### config.mk
export PLATFORM = sky130hd
export DESIGN_NAME = hitwin_capture
export DESIGN_NICKNAME = d
export VERILOG_FILES = /design/src/rtl/hwc_pkg.sv /design/src/rtl/hwc_sample_mem.sv /design/src/rtl/hwc_ctrl.sv /design/src/rtl/hwc_drain.sv /design/src/rtl/hitwin_capture.sv
export SDC_FILE = /design/constraint.sdc
export NUM_CORES = 1
export LEC_CHECK = 0
export BUFFER_PORTS_ARGS = -buffer_cell sky130_fd_sc_hd__buf_2
export CORE_ASPECT_RATIO = 1.75
export CORE_UTILIZATION = 40
export CTS_CLUSTER_SIZE = 28
export DETAILED_ROUTE_END_ITERATION = 16
export PLACE_DENSITY_LB_ADDON = 0.25
export SLEW_MARGIN = 30
export SYNTH_ARGS = -nofsm -noshare
export SYNTH_HDL_FRONTEND = slang
export SYNTH_SLANG_ARGS = --single-unit
### constraint.sdc
create_clock -name clk -period 3.6 [get_ports clk]
set_input_delay 0.36 -clock clk [delete_from_list [all_inputs] [get_ports clk]]
set_output_delay 0.36 -clock clk [all_outputs]
set_load 0.05 [all_outputs]
### src/rtl/hwc_pkg.sv
package hwc_pkg;
  typedef enum logic [1:0] {
    ST_IDLE  = 2'd0,
    ST_CAPT  = 2'd1,
    ST_DRAIN = 2'd2
  } cap_state_e;
endpackage

### src/rtl/hwc_sample_mem.sv
module hwc_sample_mem #(
  parameter int SAMPLE_W = 10,
  parameter int DEPTH    = 32,
  localparam int PTR_W   = $clog2(DEPTH)
) (
  input  logic                clk,
  input  logic                wr_en,
  input  logic [PTR_W-1:0]    wr_addr,
  input  logic [SAMPLE_W-1:0] wr_data,
  input  logic [PTR_W-1:0]    rd_addr,
  output logic [SAMPLE_W-1:0] rd_data
);
  logic [SAMPLE_W-1:0] store [DEPTH];

  always_ff @(posedge clk) begin
    if (wr_en) store[wr_addr] <= wr_data;
  end

  assign rd_data = store[rd_addr];
endmodule

### src/rtl/hwc_ctrl.sv
module hwc_ctrl
  import hwc_pkg::*;
#(
  parameter int TOA_W  = 10,
  parameter int DEPTH  = 32,
  parameter int LOST_W = 8,
  localparam int PTR_W = $clog2(DEPTH),
  localparam int CNT_W = PTR_W + 1
) (
  input  logic              clk,
  input  logic              rst,
  input  logic              hit,
  input  logic [TOA_W-1:0]  toa_in,
  input  logic [PTR_W-1:0]  win_len,
  input  logic              drain_done,
  output logic              wr_en,
  output logic [PTR_W-1:0]  wr_addr,
  output logic              capturing,
  output logic              draining,
  output logic [CNT_W-1:0]  ev_len,
  output logic [TOA_W-1:0]  ev_toa,
  output logic [LOST_W-1:0] lost_count
);
  localparam logic [LOST_W-1:0] LOST_MAX = '1;

  cap_state_e       state;
  logic [CNT_W-1:0] wr_ptr;
  logic [CNT_W-1:0] len_dec;
  logic             accept;

  assign len_dec = (win_len == '0) ? CNT_W'(DEPTH) : {1'b0, win_len};
  assign accept  = (state == ST_IDLE) && hit;

  always_ff @(posedge clk) begin
    if (rst) begin
      state  <= ST_IDLE;
      wr_ptr <= '0;
      ev_len <= '0;
      ev_toa <= '0;
    end else begin
      unique case (state)
        ST_IDLE: if (hit) begin
          ev_toa <= toa_in;
          ev_len <= len_dec;
          wr_ptr <= CNT_W'(1);
          state  <= (len_dec == CNT_W'(1)) ? ST_DRAIN : ST_CAPT;
        end
        ST_CAPT: begin
          wr_ptr <= wr_ptr + CNT_W'(1);
          if (wr_ptr == ev_len - CNT_W'(1)) state <= ST_DRAIN;
        end
        ST_DRAIN: if (drain_done) state <= ST_IDLE;
        default: state <= ST_IDLE;
      endcase
    end
  end

  always_ff @(posedge clk) begin
    if (rst) lost_count <= '0;
    else if (hit && (state != ST_IDLE) && (lost_count != LOST_MAX))
      lost_count <= lost_count + LOST_W'(1);
  end

  assign wr_en     = accept || (state == ST_CAPT);
  assign wr_addr   = accept ? '0 : wr_ptr[PTR_W-1:0];
  assign capturing = (state == ST_CAPT);
  assign draining  = (state == ST_DRAIN);
endmodule

### src/rtl/hwc_drain.sv
module hwc_drain #(
  parameter int SAMPLE_W = 10,
  parameter int TOA_W    = 10,
  parameter int DEPTH    = 32,
  localparam int PTR_W   = $clog2(DEPTH),
  localparam int CNT_W   = PTR_W + 1,
  localparam int OUT_W   = 1 + TOA_W + CNT_W,
  localparam int PAD_W   = OUT_W - 1 - SAMPLE_W
) (
  input  logic                clk,
  input  logic                rst,
  input  logic                active,
  input  logic [CNT_W-1:0]    ev_len,
  input  logic [TOA_W-1:0]    ev_toa,
  input  logic [SAMPLE_W-1:0] rd_data,
  output logic [PTR_W-1:0]    rd_addr,
  input  logic                out_ready,
  output logic                out_valid,
  output logic [OUT_W-1:0]    out_data,
  output logic                out_last,
  output logic                drain_done
);
  logic [CNT_W-1:0] idx;
  logic [CNT_W-1:0] idx_m1;

  assign idx_m1     = idx - CNT_W'(1);
  assign rd_addr    = idx_m1[PTR_W-1:0];
  assign out_valid  = active;
  assign out_last   = active && (idx == ev_len);
  assign out_data   = (idx == '0) ? {1'b1, ev_toa, ev_len}
                                  : {1'b0, {PAD_W{1'b0}}, rd_data};
  assign drain_done = out_valid && out_ready && out_last;

  always_ff @(posedge clk) begin
    if (rst) idx <= '0;
    else if (out_valid && out_ready) idx <= out_last ? '0 : idx + CNT_W'(1);
  end
endmodule

### src/rtl/hitwin_capture.sv
module hitwin_capture #(
  parameter int SAMPLE_W = 10,
  parameter int TOA_W    = 10,
  parameter int DEPTH    = 32,
  parameter int LOST_W   = 8,
  localparam int PTR_W   = $clog2(DEPTH),
  localparam int CNT_W   = PTR_W + 1,
  localparam int OUT_W   = 1 + TOA_W + CNT_W
) (
  input  logic                clk,
  input  logic                rst,
  input  logic [SAMPLE_W-1:0] sample_in,
  input  logic                hit,
  input  logic [TOA_W-1:0]    toa_in,
  input  logic [PTR_W-1:0]    win_len,
  output logic                out_valid,
  input  logic                out_ready,
  output logic [OUT_W-1:0]    out_data,
  output logic                out_last,
  output logic [LOST_W-1:0]   lost_count
);
  logic                wr_en;
  logic [PTR_W-1:0]    wr_addr;
  logic [PTR_W-1:0]    rd_addr;
  logic [SAMPLE_W-1:0] rd_data;
  logic                capturing;
  logic                draining;
  logic                drain_done;
  logic [CNT_W-1:0]    ev_len;
  logic [TOA_W-1:0]    ev_toa;

  hwc_ctrl #(.TOA_W(TOA_W), .DEPTH(DEPTH), .LOST_W(LOST_W)) u_ctrl (
    .clk(clk), .rst(rst), .hit(hit), .toa_in(toa_in), .win_len(win_len),
    .drain_done(drain_done), .wr_en(wr_en), .wr_addr(wr_addr),
    .capturing(capturing), .draining(draining), .ev_len(ev_len),
    .ev_toa(ev_toa), .lost_count(lost_count)
  );

  hwc_sample_mem #(.SAMPLE_W(SAMPLE_W), .DEPTH(DEPTH)) u_mem (
    .clk(clk), .wr_en(wr_en), .wr_addr(wr_addr), .wr_data(sample_in),
    .rd_addr(rd_addr), .rd_data(rd_data)
  );

  hwc_drain #(.SAMPLE_W(SAMPLE_W), .TOA_W(TOA_W), .DEPTH(DEPTH)) u_drain (
    .clk(clk), .rst(rst), .active(draining), .ev_len(ev_len),
    .ev_toa(ev_toa), .rd_data(rd_data), .rd_addr(rd_addr),
    .out_ready(out_ready), .out_valid(out_valid), .out_data(out_data),
    .out_last(out_last), .drain_done(drain_done)
  );
endmodule

==> results.ini <==
[pwr]
seq_power_share_pct=54.2
p_sw_mw=1.78
power_mw=8.47
p_leak_nw=5.63
vdd_ir_drop_max_uv=447
p_comb_share_pct=4.0
powerDensity_nw_per_um2=503
p_sw_share_pct=21.0
clockPowerShare_pct=41.8
p_int_mw=6.69

[cts]
htreeDepth=2
cts_tree=built
clk_latency_ns=0.54
cts_buffers=34
clk_pin_slew_ns=0.07
clock_path_buffers=3
cts.sinks=358
cts_hold_buf=0
cts_root_buf=clkbuf_16

[critical_path]
worst-path-buf-inv=3
cp.required_ns=3.24
crit_slowest_cell=a221o_1
critPathLaunchType=flip-flop
path_delay_family=compound AO/OA/AOI/OAI gates
arrival_ns=3.09
critical_path_peak_fanout=20
endpoint_kind=primary output
r2r_slack_ns=0.99
criticalPathCategory=flip-flop to primary output
path_cells=inv_1 -> ha_4 -> buf_4 -> nand2b_1 -> a21oi_1 -> a32o_1 -> a221o_1 -> a31oi_2 -> buf_2
slowest_delay_ns=0.43

[route]
drc=0
drt_iter0_drc=382
num_vias=7672
final_antenna_net_count=0
post_drt_wl_per_cell_um=23.8
wl_mm=33.7
vias_per_cell=5.41
first_pass_iters=5

[synth]
synthTopCellsByArea=edfxtp_1, mux4_2, dfxtp_1, nor2_1, mux2i_1
netlist_area_um2=14700
synthArstFlopShare_pct=0
synth_fp_nets=873
synth_edf_count=320
syn_avg_cell_area_um2=17.5
yosysSeqAreaShare_pct=70.7
ys_warn_count=0
ys_ff_latch=358
synth_top_area_share_pct=65.5
synth_cell_type_count=57
synth_top_area_cell=edfxtp_1
synth_cells=839
ys.flop_type=edfxtp_1

[timing]
tightest_slew_ns=0.940
rsz0062_at_grt=false
relSlewSlack_pct=37.1
setup-tns-final_ns=0
timing.final.crit_share_pct=95.8
final-hold-violation-count=0
period_minus_slack_ns=3.45
drv_slew=0
setup_viol_count_final=0
fmax_mhz=290
fin_skew_ns=0.0256
final.setup.worst_slack_ns=0.151

[placed_design]
port_buffers=55
routabilityCongestion=0.854
pre_cts_ws_ns=0.454
place_inst=1358
dpl.hpwl_mm=22.1

[cells_and_area]
stdcell_count=1417
fill_cells=3061
diodes=0
fin_util_pct=46.8
layout_common_cells=edfxtp_1, mux4_2, nor2_1, buf_2, nand2_1
layout_commonest_cell=edfxtp_1
area_growth_syn_to_layout_pct=14.9
drive_above_1_share_pct=27.5
nNetsFinal=959

[floorplanning]
start_util_pct=40.7
die_x_um=147
num_io_pins=56
die_h_um=255
rows=92
dieArea_um2=37500
fp.coreArea_um2=36000

[global_route]
antenna_found_initial=0
grt_overflow=0
grt_pass1_wl_mm=50.0
grt_max_degree=67
grt_pass1_vias=7943
track_usage_pct=18.5

[min_path]
hold_class=primary input to flip-flop

[job]
drv_cap=0

[run_status]
status=completed

## state kept, by name (all words and copies together), names as in the netlist
name               flops
u_mem.store          320
u_ctrl.wr_ptr          6
u_drain.idx            6
u_ctrl.state           2
u_ctrl.lost_count      8
u_ctrl.ev_toa         10
u_ctrl.ev_len          6
## metal layers
layer	global-route usage, %	part of all wire [%]	vias up
met2	33.5	54	206
met3	2.64	4.2	68
met5	0	0	-
li1	-	-	3485
met1	21.3	37	3913
met4	8.71	4.3	0
## cells in the mapped netlist (4+ instances only)
cell        n
edfxtp_1  320
mux4_2     78
nor2_1     71
nand2_1    51
dfxtp_1    38
a21oi_1    35
clkbuf_1   23
mux2i_1    22
nand2b_1   22
xor2_1     18
nand3_1    11
a221o_1    10
a31oi_1    10
mux2_2     10
o221ai_1   10
inv_1       9
xnor2_1     9
buf_2       8
and3_1      7
buf_4       7
nor3_1      7
nand4_1     6
ha_1        5
nand3b_1    5
buf_6       4
## area by class of cell
cell class / count / area [um^2] / share of cell area (%)
clock buffers: 39 / 870 / 5.16
clock inverters: 19 / 214 / 1.27
inverters: 9 / 33.8 / 0.200
multi-input cells: 424 / 4100 / 24.3
flip-flops and latches: 358 / 10400 / 61.6
well taps: 470 / 588 / 3.49
repair buffers: 98 / 672 / 3.99
## stage by stage
step	instance area (um^2)	hold WS, ns
after detailed placement	15700	0.447
after floorplan	14700	0.432
after global placement	15700	0.441
final	16900	0.0729
after global routing	16900	0.0730
after CTS	16800	0.0487
## tightest hold or removal path: stages
cell,delay [ns]
buf_2,0.09
nand2_1,0.04
a21oi_1,0.05
## power groups by stage
| stage | sequential (mW) | clock (mW) | combinational, mW |
|---|---|---|---|
| floorplan | 4.67 | 0 | 0.200 |
| global placement | 4.68 | 0 | 0.337 |
| detailed placement | 4.68 | 0 | 0.343 |
| CTS | 4.59 | 3.63 | 0.345 |
| global route | 4.60 | 3.77 | 0.370 |
| finish | 4.59 | 3.54 | 0.340 |
## what timing repair did
| item | CTS | global route |
|---|---|---|
| setup buffers | 0 | 1 |
| resized for setup | 4 | 1 |
| endpoints found under the setup margin | 8 | 9 |
## cell families (layout without fill, tap and decap cells)
family,count (synthesis),in the layout,synth area share [%]
AO/OA/AOI/OAI,84,84,3.97
XOR/XNOR,29,29,1.91
adder cells (fa/ha/maj),5,5,0.426
buffers and inverters,57,165,2.04
flip-flops,358,358,70.7
multiplexers,112,112,14.6
AND/OR/NAND/NOR,194,194,6.37
## final timing paths
path,from,endpoint,cells past startpoint
setup / recovery,u_drain.idx[1],out_data[2],9
hold / removal,toa_in[7],u_ctrl.ev_toa[7],3
setup reg to reg,u_ctrl.state[0],u_mem.store[25][6],4
hold reg to reg,u_ctrl.ev_toa[5],u_ctrl.ev_toa[5],2
Note: power is estimated with default switching activity, not from simulation.
